$ cat src/rtl/prbs_verifier_pkg.sv
package prbs_verifier_pkg;

  localparam int HIST_W = 31;

  typedef enum logic [1:0] {
    ST_ALIGN  = 2'd0,
    ST_QUAL   = 2'd1,
    ST_LOCKED = 2'd2
  } vstate_t;

  // Next sequence bit from history; h[k] holds the bit received k+1 steps ago.
  function automatic logic next_bit(input logic [HIST_W-1:0] h, input logic long_poly);
    return long_poly ? (h[30] ^ h[27]) : (h[6] ^ h[5]);
  endfunction

endpackage

$ cat src/rtl/prbs_word_predict.sv
module prbs_word_predict
  import prbs_verifier_pkg::*;
#(
  parameter int DATA_W = 32
) (
  input  logic [HIST_W-1:0] hist_i,
  input  logic              sel_i,
  input  logic [DATA_W-1:0] data_i,
  input  logic              reseed_i,
  output logic [DATA_W-1:0] expect_o,
  output logic [HIST_W-1:0] hist_o
);

  logic [HIST_W-1:0] h;
  logic              b;

  always_comb begin
    h        = hist_i;
    b        = 1'b0;
    expect_o = '0;
    for (int i = DATA_W - 1; i >= 0; i--) begin
      b           = next_bit(h, sel_i);
      expect_o[i] = b;
      h           = {h[HIST_W-2:0], (reseed_i ? data_i[i] : b)};
    end
    hist_o = h;
  end

endmodule

$ cat src/rtl/prbs_lock_ctrl.sv
module prbs_lock_ctrl
  import prbs_verifier_pkg::*;
#(
  parameter int LOCK_WORDS = 4,
  parameter int QUAL7      = 4,
  parameter int QUAL31     = 64
) (
  input  logic clk_i,
  input  logic rst_i,
  input  logic clr_i,
  input  logic valid_i,
  input  logic sel_i,
  input  logic match_i,
  input  logic seeded_i,
  output logic reseed_o,
  output logic done_o
);

  localparam int QMAX = (QUAL7 > QUAL31) ? QUAL7 : QUAL31;
  localparam int MW   = $clog2(LOCK_WORDS + 1);
  localparam int QW   = $clog2(QMAX + 1);

  vstate_t       st_q;
  logic [MW-1:0] mcnt_q;
  logic [QW-1:0] qcnt_q;
  logic [QW-1:0] qlast;

  assign qlast    = sel_i ? QW'(QUAL31 - 1) : QW'(QUAL7 - 1);
  assign reseed_o = (st_q == ST_ALIGN);

  always_ff @(posedge clk_i) begin
    if (rst_i || clr_i) begin
      st_q   <= ST_ALIGN;
      mcnt_q <= '0;
      qcnt_q <= '0;
      done_o <= 1'b0;
    end else if (valid_i) begin
      case (st_q)
        ST_ALIGN: begin
          if (match_i && seeded_i) begin
            if (mcnt_q == MW'(LOCK_WORDS - 1)) begin
              st_q   <= ST_QUAL;
              mcnt_q <= '0;
              qcnt_q <= '0;
            end else begin
              mcnt_q <= mcnt_q + 1'b1;
            end
          end else begin
            mcnt_q <= '0;
          end
        end
        ST_QUAL: begin
          if (!match_i) begin
            st_q   <= ST_ALIGN;
            mcnt_q <= '0;
          end else if (qcnt_q == qlast) begin
            st_q   <= ST_LOCKED;
            done_o <= 1'b1;
          end else begin
            qcnt_q <= qcnt_q + 1'b1;
          end
        end
        default: st_q <= ST_LOCKED;
      endcase
    end
  end

endmodule

$ cat src/rtl/prbs_verifier.sv
module prbs_verifier
  import prbs_verifier_pkg::*;
#(
  parameter int DATA_W       = 32,
  parameter int LOCK_WORDS   = 4,
  parameter int PASS31_WORDS = 64
) (
  input  logic              clk_i,
  input  logic              rst_i,
  input  logic [DATA_W-1:0] data_i,
  input  logic              valid_i,
  input  logic              poly_sel_i,
  input  logic              clr_i,
  output logic              done_o,
  output logic              err_o
);

  localparam int PASS7_WORDS = (127 + DATA_W - 1) / DATA_W;

  logic [HIST_W-1:0] hist_q;
  logic [HIST_W-1:0] hist_d;
  logic [DATA_W-1:0] expect_w;
  logic              reseed;
  logic              match;
  logic              seeded;
  logic              locked;

  prbs_word_predict #(.DATA_W(DATA_W)) u_pred (
    .hist_i   (hist_q),
    .sel_i    (poly_sel_i),
    .data_i   (data_i),
    .reseed_i (reseed),
    .expect_o (expect_w),
    .hist_o   (hist_d)
  );

  assign match  = (expect_w == data_i);
  assign seeded = poly_sel_i ? (|hist_q) : (|hist_q[6:0]);

  prbs_lock_ctrl #(
    .LOCK_WORDS (LOCK_WORDS),
    .QUAL7      (PASS7_WORDS),
    .QUAL31     (PASS31_WORDS)
  ) u_ctrl (
    .clk_i    (clk_i),
    .rst_i    (rst_i),
    .clr_i    (clr_i),
    .valid_i  (valid_i),
    .sel_i    (poly_sel_i),
    .match_i  (match),
    .seeded_i (seeded),
    .reseed_o (reseed),
    .done_o   (locked)
  );

  always_ff @(posedge clk_i) begin
    if (rst_i || clr_i) begin
      hist_q <= '0;
      err_o  <= 1'b0;
    end else begin
      err_o <= valid_i && locked && !match;
      if (valid_i) hist_q <= hist_d;
    end
  end

  assign done_o = locked;

endmodule

$ cat config.mk
export PLATFORM = sky130hd
export DESIGN_NAME = prbs_verifier
export DESIGN_NICKNAME = d
export VERILOG_FILES = /design/src/rtl/prbs_verifier_pkg.sv /design/src/rtl/prbs_word_predict.sv /design/src/rtl/prbs_lock_ctrl.sv /design/src/rtl/prbs_verifier.sv
export SDC_FILE = /design/constraint.sdc
export NUM_CORES = 1
export LEC_CHECK = 0
export BUFFER_PORTS_ARGS = -buffer_cell sky130_fd_sc_hd__buf_2
export CELL_PAD_IN_SITES_DETAIL_PLACEMENT = 1
export CELL_PAD_IN_SITES_GLOBAL_PLACEMENT = 1
export CORE_MARGIN = 3
export CORE_UTILIZATION = 50
export DETAILED_ROUTE_END_ITERATION = 16
export GPL_TIMING_DRIVEN = 0
export PLACE_DENSITY = 0.88
export SLEW_MARGIN = 20
export SYNTH_ARGS = -nofsm -noshare
export SYNTH_HDL_FRONTEND = slang
export SYNTH_SLANG_ARGS = --single-unit
$ cat constraint.sdc
create_clock -name clk_i -period 10.5 [get_ports clk_i]
set_input_delay 1.05 -clock clk_i [delete_from_list [all_inputs] [get_ports clk_i]]
set_output_delay 1.05 -clock clk_i [all_outputs]
set_load 0.005 [all_outputs]
* Yosys cells after proc, flatten, opt, wreduce, memory -nomap -nowiden
Cells that the tools add are included.
** Storage, ports and cells
- RAM bits :: 0
- Latch bits :: 0
- Output and inout port bits :: 2
- Bits in read-only memories :: 0
- Bits in registers :: 45
- Memories :: 0
- Input port bits :: 37
** Operators by class
- Multipliers :: 0
- Shift operators :: 0
- $lt $le $gt $ge :: 0
- Eq/ne operators :: 10
- Reductions and logical operators :: 13
- Div/mod/pow operators :: 0
- Bitwise gates (word level) :: 64
- Add/sub/neg operators :: 2
- Multiplexer cells :: 80
** Operator list (number)
- 1-bit 2-to-1 mux :: 65
- 1-bit bitwise XOR :: 64
- 32-bit == test :: 1
- 31-bit OR reduction :: 1
- 7-bit 2-to-1 mux :: 4
- 7-bit case mux with 2 select lines :: 1
- 3-bit 2-to-1 mux :: 3
- 2-bit 2-to-1 mux :: 4
- 4-bit AND reduction :: 2
- 7-bit by 1-bit adder with 7-bit output, second input constant :: 1
- 7-bit == test :: 1
- 7-bit OR reduction :: 1
- 6-bit 2-to-1 mux :: 1
- 2-bit by 1-bit != test with 1-bit output, second input constant :: 3
- 3-bit case mux with 2 select lines :: 1
- 6-bit AND reduction :: 1
- 2-bit != test, second input constant :: 2
- 2-bit case mux with 2 select lines :: 1
- 3-bit by 1-bit adder with 3-bit output, second input constant :: 1
- 3-bit by 2-bit == test with 1-bit output, second input constant :: 1
- 1-bit logical AND :: 3
- 3-bit != test, second input constant :: 1
- 3-bit AND reduction :: 1
- 2-bit by 1-bit == test with 1-bit output, second input constant :: 1
- other kinds (4) :: 4

* Logic depth before layout (Yosys ltp)
Gate-level depths: netlist of run 1.
- Depth in word-level cells :: 21
- Mapped depth :: 17
- Gate-level depth less buffers :: 14

* Modules after synthesis
From an unflattened synthesis of run 1, not the netlist that was laid out.
** Second synthesis, totals
- Cells, all modules :: 542
- Area, all modules :: 4311.6 sq um
** By module, submodules not included
- prbs_word_predict :: cells an instance 293, seq. area each 0.0 sq um, times used 1, area an instance 2013.2 sq um
- prbs_verifier :: cells an instance 162, seq. area each 640.6 sq um, times used 1, area an instance 1566.5 sq um
- prbs_lock_ctrl :: cells an instance 87, seq. area each 260.2 sq um, times used 1, area an instance 732.0 sq um

* Worst setup path after synthesis of run 1
OpenSTA, ideal clock, no wires.
- Path type :: in2reg
- From :: input poly_sel_i
- To :: register u_ctrl.qcnt_q[6]
- Stages on the path :: 15
- Buffers on the path :: 3
- Setup slack :: 6332 ps
- Setup time :: 58 ps
- Data required time :: 10442 ps
- Arrival time :: 4110 ps
- Path through :: buf_2 > o21a_1 > buf_2 > a211oi_1 > o211a_1 > a211oi_1 > xor2_1 > a32oi_1 > o21ai_1 > a41o_1 > a2111oi_4 > o2111ai_4 > buf_6 > o41ai_1 > a21o_1
** On the way
- Cells in the longest elaborated chain, start to end :: 20
** RTL lines
- start, declared :: RTL line prbs_verifier.sv:12 : input logic poly_sel_i,
- 1-bit 2-to-1 mux :: RTL line prbs_verifier_pkg.sv:13 : return long_poly ? (h[30] ^ h[27]) : (h[6] ^ h[5]);
- 1-bit 2-to-1 mux :: RTL line prbs_word_predict.sv:24 : h = {h[HIST_W-2:0], (reseed_i ? data_i[i] : b)};
- 1-bit bitwise XOR :: RTL line prbs_verifier_pkg.sv:13
- 1-bit 2-to-1 mux :: RTL line prbs_verifier_pkg.sv:13
- 1-bit 2-to-1 mux :: RTL line prbs_word_predict.sv:24
- 1-bit bitwise XOR :: RTL line prbs_verifier_pkg.sv:13
- 1-bit 2-to-1 mux :: RTL line prbs_verifier_pkg.sv:13
- 1-bit 2-to-1 mux :: RTL line prbs_word_predict.sv:24
- [4 not listed]
- 1-bit 2-to-1 mux :: RTL line prbs_verifier_pkg.sv:13
- 1-bit 2-to-1 mux :: RTL line prbs_word_predict.sv:24
- 1-bit bitwise XOR :: RTL line prbs_verifier_pkg.sv:13
- 1-bit 2-to-1 mux :: RTL line prbs_verifier_pkg.sv:13
- 32-bit == test :: RTL line prbs_verifier.sv:37 : assign match = (expect_w == data_i);
- 1-bit logical AND :: RTL line prbs_lock_ctrl.sv:40 : if (match_i && seeded_i) begin
- 2-bit by 1-bit != test with 1-bit output (no source line)
- 6-bit AND reduction (no source line) (*)
- end signal, assigned :: RTL line prbs_lock_ctrl.sv:60 : qcnt_q <= qcnt_q + 1'b1;
- end, declared :: RTL line prbs_lock_ctrl.sv:25 : logic [QW-1:0] qcnt_q;
Every way passes the cells marked *; elsewhere a longest branch is shown, timed or not.
A chain may end at the register's enable or synchronous reset.

* Final worst setup path of run 1
Ends and elaborated chain as after synthesis.

==> results.yml, run 1 <==
status:
  status: "completed"
power_and_ir_drop:
  p_per_area_mw_per_mm2: 91.86
  vdd.ir_drop.worst_mv: 0.06430
  leakage_uw: 0.002018
cts:
  cts_setup_buffers: 0
  cts_resized: 0
  clkTransAtPathRegs_ps: 100
  clock-sinks: 45
  cts_buffers: 5
  cts_hold_buf: 0
  insertion_delay_ps: 320
  cts_tree: "built"
  htreeDepth: 2
  clock-root-buffer: "clkbuf_8"
  clockBufferDepth: 2
grt:
  grt_overflow: 0
  grt_pass1_wl_mm: 31.13
  antenna_found_initial: 0
  grt_pass1_vias: 5417
  grt_max_degree: 17
  grt_usage_pct: 36.79
yosys:
  synth_edf_count: 0
  seq_area_frac_synth_pct: 18.35
  syn-num-nets: 674
  synthArstFlopShare_pct: 0
  syn_area_mm2: 0.004908
  yosys_warnings: 0
  synth_seq_cells: 45
  ys.flop_type: "dfxtp_1"
  synthCells: 632
  synth_cell_type_count: 77
  synth.avg_cell_area_um2: 7.767
layout:
  regArea_um2: 900.9
  final_util_pct: 56.76
  fin_nets: 712
  multi_input_area_mm2: 0.003695
  drive_above_1_share_pct: 11.18
  antenna_cells: 0
  mostFrequentLayoutCell: "xnor2_1"
  fillCellCount: 1239
  area_growth_pct: 8.361
  final_cell_mix: "68 x xnor2_1, 63 x nor2_1, 52 x xor2_1"
detailed_routing:
  post_drt_wl_per_cell_um: 25.66
  viasPerCell: 6.653
  drc_errors: 0
  drt-pass1-iter-count: 7
  vias: 5322
  drt_wl_total_mm: 20.53
  drtIter0Drc: 464
  postRouteAntennaNets: 0
setup_path:
  cp-startpoint: "poly_sel_i"
  crit_required_ps: 10770
  max_stage_delay_ps: 560
  critical_path.top_delay_family: "compound AO/OA/AOI/OAI gates"
  cp.depth: 16
  r2r_end: "u_ctrl.qcnt_q[6]"
  cpMostUsedCell: "buf_2"
  r2r-start: "hist_q[0]"
  rrSetupSlack_ps: 5600
  crit_arrival_ps: 5410
  start_kind: "primary input"
  endpoint_kind: "register"
  worstRegToRegCells: 17
  crit_chain: "buf_2 > buf_2 > o21a_1 > buf_2 > a211oi_1 > o211a_1 > a211oi_1 > xor2_1 > a32oi_1 > o21ai_1 > a41o_1 > a2111oi_4 > o2111ai_4 > buf_6 > o41ai_1 > a21o_1"
  criticalPathCategory: "primary input to register"
  slowest_stage: "a211oi_1"
  cp_num_buf_inv: 4
  crit_end: "u_ctrl.qcnt_q[6]"
  path_max_fanout: 10
job:
  drv_cap: 0
timing:
  fin_crit_sh_pct: 48.95
  max_freq_mhz: 194.5
  finalHoldViolations: 0
  finalSetupViolCount: 0
  tns_ps: 0
  drv_slew: 0
  fin_crit_ps: 5140
  max_slew.worst_pin.slew_ps: 1081
  clock-skew-final_ps: 15.74
  setup_ws_ps: 5360
  grt_setup_unrepaired: "no"
  slew_headroom_pct: 27.96
die:
  die-area_mm2: 0.01104
  io_pins: 39
  rows: 35
  start_util_pct: 52.38
  core_area_mm2: 0.009371
  fp.dieH_um: 105.1
  dieWidth_um: 105.1
placement:
  dp_slack_ps: 5228
  gp_congestion: 1.033
  port_buffers: 31
  hpwl_mm: 16.03
worst_hold_path:
  hp-class: "register to register"
-- metal layers --
metal  vias up  track usage (%)  wire length, um
met5         -                0                0
met3        93            7.536             1840
li1       2343                -                -
met1      2563            47.43             8456
met2       323            57.24             8888
met4         0            20.24             1341
-- synth_stat cells (all sizes together) (4+ instances only) --
cell type / count / area share, %
xnor2: 68 / 12
nor2: 64 / 4.9
xor2: 52 / 9.3
dfxtp: 45 / 18
nand2: 39 / 3.0
o21ai: 36 / 3.7
a21oi: 29 / 3.0
clkbuf: 29 / 2.2
buf: 24 / 2.9
mux2i: 24 / 5.1
nor3: 19 / 1.9
inv: 17 / 1.3
nand3: 17 / 1.7
a211oi: 16 / 2.4
nor4: 12 / 1.5
a21o: 9 / 1.4
o211ai: 8 / 1.2
a31oi: 6 / 0.76
o21a: 6 / 0.92
o41ai: 6 / 1.1
or3: 6 / 0.76
ha: 5 / 1.3
nand4: 5 / 0.64
o221ai: 5 / 0.89
or2: 5 / 0.64
a2111oi: 4 / 1.1
a221oi: 4 / 1.6
and3: 4 / 0.51
nand2b: 4 / 0.51
nand3b: 4 / 0.61
nor2b: 4 / 0.51
o2111ai: 4 / 1.1
o22ai: 4 / 0.64
-- worst min path at each step --
stage	startpoint	end	slack [ps]	cells after the start
CTS	u_ctrl.mcnt_q[1]	u_ctrl.mcnt_q[1]	500	2
global route	u_ctrl.mcnt_q[2]	u_ctrl.mcnt_q[2]	520	1
global placement	u_ctrl.mcnt_q[2]	u_ctrl.mcnt_q[2]	460	1
finish	u_ctrl.mcnt_q[1]	u_ctrl.mcnt_q[1]	500	2
floorplan	u_ctrl.mcnt_q[2]	u_ctrl.mcnt_q[2]	440	1
detailed placement	u_ctrl.mcnt_q[2]	u_ctrl.mcnt_q[2]	490	1
-- worst reg2reg max path: stages (launching register included) --
cell	delay [ps]
dfxtp_1	330
buf_4	210
inv_1	130
ha_1	290
clkbuf_1	330
xnor3_1	350
a221oi_4	590
xnor2_1	160
xnor2_1	320
nor3_1	130
a31oi_1	320
o311a_1	220
o2111ai_1	170
a2111oi_4	310
o2111ai_4	260
buf_6	220
o41ai_1	390
a21o_1	120
-- cell type report --
class / instances / share of cell area, %
multi-input combinational: 517 / 69.47
sequential: 45 / 16.94
clock buffer: 5 / 1.294
tap: 129 / 3.035
buffer: 53 / 4.681
timing repair buffer: 31 / 2.917
inverter: 17 / 1.200
clock inverter: 3 / 0.4705
-- cells by family (layout without fill, tap and decap cells) --
kind of cell / after synthesis / in the layout / synth area share (%)
AOI/OAI and AO/OA: 173 / 173 / 26.49
xor gates and xnor gates: 125 / 125 / 23.78
adders and majority gates: 5 / 5 / 1.275
buffers and inverters: 70 / 109 / 6.373
DFF: 45 / 45 / 18.35
muxes: 25 / 25 / 5.378
and+or+nand+nor: 189 / 189 / 18.35
-- flip-flops by register name, indices dropped and copies added, names as in the netlist --
name and cells:
hist_q 31, u_ctrl.qcnt_q 7, u_ctrl.mcnt_q 3, u_ctrl.st_q 2, err_o 1, u_ctrl.done_o 1
-- where the power goes --
group          internal, uW  switching [uW]
sequential              175            6.03
clock                  48.3            73.6
combinational          68.9             117
-- per-stage QoR --
| stage | hold slack [ps] | total power (uW) | instance area [um^2] | instances |
|---|---|---|---|---|
| after floorplan | 443.4 | 306.6 | 4908 | 632 |
| after global placement | 456.4 | 357.2 | 5225 | 792 |
| after detailed placement | 489.2 | 361.9 | 5225 | 792 |
| after CTS | 504.6 | 481.6 | 5319 | 800 |
| after global routing | 523.3 | 505.6 | 5319 | 800 |
| final | 502.1 | 488.6 | 5319 | 800 |
No activity file was read; power rests on OpenSTA's default activity.
==> run 2: changes to the inputs <==
CORE_UTILIZATION = 46   (was 50)
PLACE_DENSITY = 0.82   (was 0.88)
clock period = 5.2 ns   (was 10.5 ns; I/O delays follow)
==> run 2 against run 1 <==
Via count shrank 1.4%. Final area rose by 0.61%. Core utilization is 5.2 points lower. Clock-buffer cell count grew 2. Highest routed layer unchanged.
==> results.yml, run 2 (synthesis results as in run 1) <==
status:
  status: "completed"
timing:
  finalSetupViolCount: 0
  fin_crit_ps: 4932
  tns_ps: 0
  finalHoldViolations: 0
  drv_slew: 0
  max_freq_mhz: 202.7
  grt_setup_unrepaired: "no"
  clock-skew-final_ps: 13.36
  fin_crit_sh_pct: 94.85
  max_slew.worst_pin.slew_ps: 1066
  slew_headroom_pct: 28.97
die:
  dieWidth_um: 109.3
  start_util_pct: 47.33
  die-area_mm2: 0.01195
  core_area_mm2: 0.01037
  fp.dieH_um: 109.3
  io_pins: 39
  rows: 37
layout:
  area_growth_pct: 9.024
  fin_nets: 712
  top_regs: "hist_q (31), u_ctrl.qcnt_q (7), u_ctrl.mcnt_q (3)"
  final_cell_mix: "68 x xnor2_1, 63 x nor2_1, 52 x xor2_1"
  final_util_pct: 51.60
  drive_above_1_share_pct: 11.18
  largest_reg_flops: 31
  antenna_cells: 0
  top_register: "hist_q"
  mostFrequentLayoutCell: "xnor2_1"
job:
  drv_cap: 0
power_and_ir_drop:
  total_power_uw: 1034
  comb_power_share_pct: 36.7
  switching_share_pct: 37.16
  leakage_uw: 0.002035
  p_per_area_mw_per_mm2: 193.1
  power_switching_uw: 384.1
  power_frac_seq_pct: 35.4
  power.internal_uw: 649.5
  pwr-share-clk_pct: 27.9
  vdd.ir_drop.worst_mv: 0.1490
detailed_routing:
  drc_errors: 0
  drtIter0Drc: 519
  topRoutingLayerUsed: "met4"
  drt_wl_total_mm: 21.44
  wl_met1_mm: 8.735
  postRouteAntennaNets: 0
  met2_length_mm: 9.952
  post_drt_wl_per_cell_um: 26.57
  vias: 5245
  drt-pass1-iter-count: 5
  viasPerCell: 6.499
  dr_wl_met3_mm: 1.963
worst_hold_path:
  hold_depth: 1
  hp-class: "register to register"
  hp-start: "u_ctrl.mcnt_q[2]"
cts:
  cts_setup_buffers: 0
  htreeDepth: 2
  clock-root-buffer: "clkbuf_8"
  insertion_delay_ps: 320
  clock-sinks: 45
  clockBufferDepth: 2
  cts_tree: "built"
  cts_buffers: 5
  clkTransAtPathRegs_ps: 90
setup_path:
  crit_chain: "buf_4 > inv_1 > ha_1 > clkbuf_1 > xnor3_1 > a221oi_4 > xnor2_1 > xnor2_1 > nor3_1 > a31oi_1 > o311a_1 > o2111ai_1 > a2111oi_4 > o2111ai_4 > buf_6 > o41ai_1 > a21o_1"
  cp_num_buf_inv: 4
  critical_path.top_delay_family: "compound AO/OA/AOI/OAI gates"
  worstRegToRegCells: 17
  max_stage_delay_ps: 600
  endpoint_kind: "register"
  slowest_stage: "a221oi_4"
  cp.depth: 17
  crit_required_ps: 5470
  cpMostUsedCell: "xnor2_1"
  cp-startpoint: "hist_q[0]"
  criticalPathCategory: "register to register"
  crit_arrival_ps: 5200
  start_kind: "register"
  r2r-start: "hist_q[0]"
  path_max_fanout: 10
grt:
  grt_pass1_vias: 5288
  grt_overflow: 0
  grt_max_degree: 14
  antenna_found_initial: 0
  grt_pass1_wl_mm: 32.24
  grt_usage_pct: 37.05
placement:
  hpwl_mm: 16.91
  port_buffers: 31
  gp_congestion: 1.019
## run 2: cell count changes in the layout (fill, tap and decap cells not counted)
cell	previous run	this run
clkinvlp_4	1	0
clkbuf_8	5	6
clkinv_4	1	0
clkbuf_2	0	1
bufinv_16	0	1
inv_6	1	0
## run 2: per-stage QoR
stage	std cells	setup WS [ps]	hold slack, ps	instance area [um^2]
3_5_place_dp	799	339.1	472.7	5234
4_1_cts	807	332.4	491.7	5350
5_1_grt	807	74.79	518.0	5351
3_3_place_gp	799	376.5	458.0	5234
6_report	807	267.6	489.8	5351
2_1_floorplan	632	1484	443.4	4908
## run 2: layout make-up
cell class / instances / area, um^2
tap: 136 / 170.2
buffer: 53 / 250.2
multi-input combinational: 517 / 3695
sequential: 45 / 900.9
clock buffer: 7 / 86.33
clock inverter: 1 / 30.03
fill: 1364 / 5019
timing repair buffer: 31 / 155.1
inverter: 17 / 63.81
## run 2: routing by layer
layer	vias to the layer above	track usage, %
met3	52	7.692
met2	265	60.70
met4	0	14.34
li1	2352	-
met5	-	0
met1	2576	47.82
## run 2: worst paths after layout
| path | to | slack, ps |
|---|---|---|
| max | u_ctrl.qcnt_q[6] | 270 |
| min | u_ctrl.mcnt_q[2] | 490 |
| max reg2reg | u_ctrl.qcnt_q[6] | 270 |
| min reg2reg | u_ctrl.mcnt_q[2] | 490 |
## run 2: worst register-to-register path: stages, from the launching register on
cell and delay [ps]:
dfxtp_1 320, buf_4 190, inv_1 110, ha_1 290, clkbuf_1 430, xnor3_1 370, a221oi_4 600, xnor2_1 160
xnor2_1 330, nor3_1 130, a31oi_1 300, o311a_1 220, o2111ai_1 170, a2111oi_4 330, o2111ai_4 260, buf_6 210
o41ai_1 340, a21o_1 120
## run 2: power by group through the flow
stage	combinational [uW]	sequential (uW)	clock, uW
6_report	379	366	288
5_1_grt	403	367	303
4_1_cts	368	366	289
3_5_place_dp	365	374	0
3_3_place_gp	359	373	0
2_1_floorplan	250	369	0
## run 2: timing repair
| action | 4_1_cts | 5_1_grt |
|---|---|---|
| hold buffers | 0 | 0 |
| resized for setup | 0 | 2 |
| setup endpoints to repair | 0 | 2 |
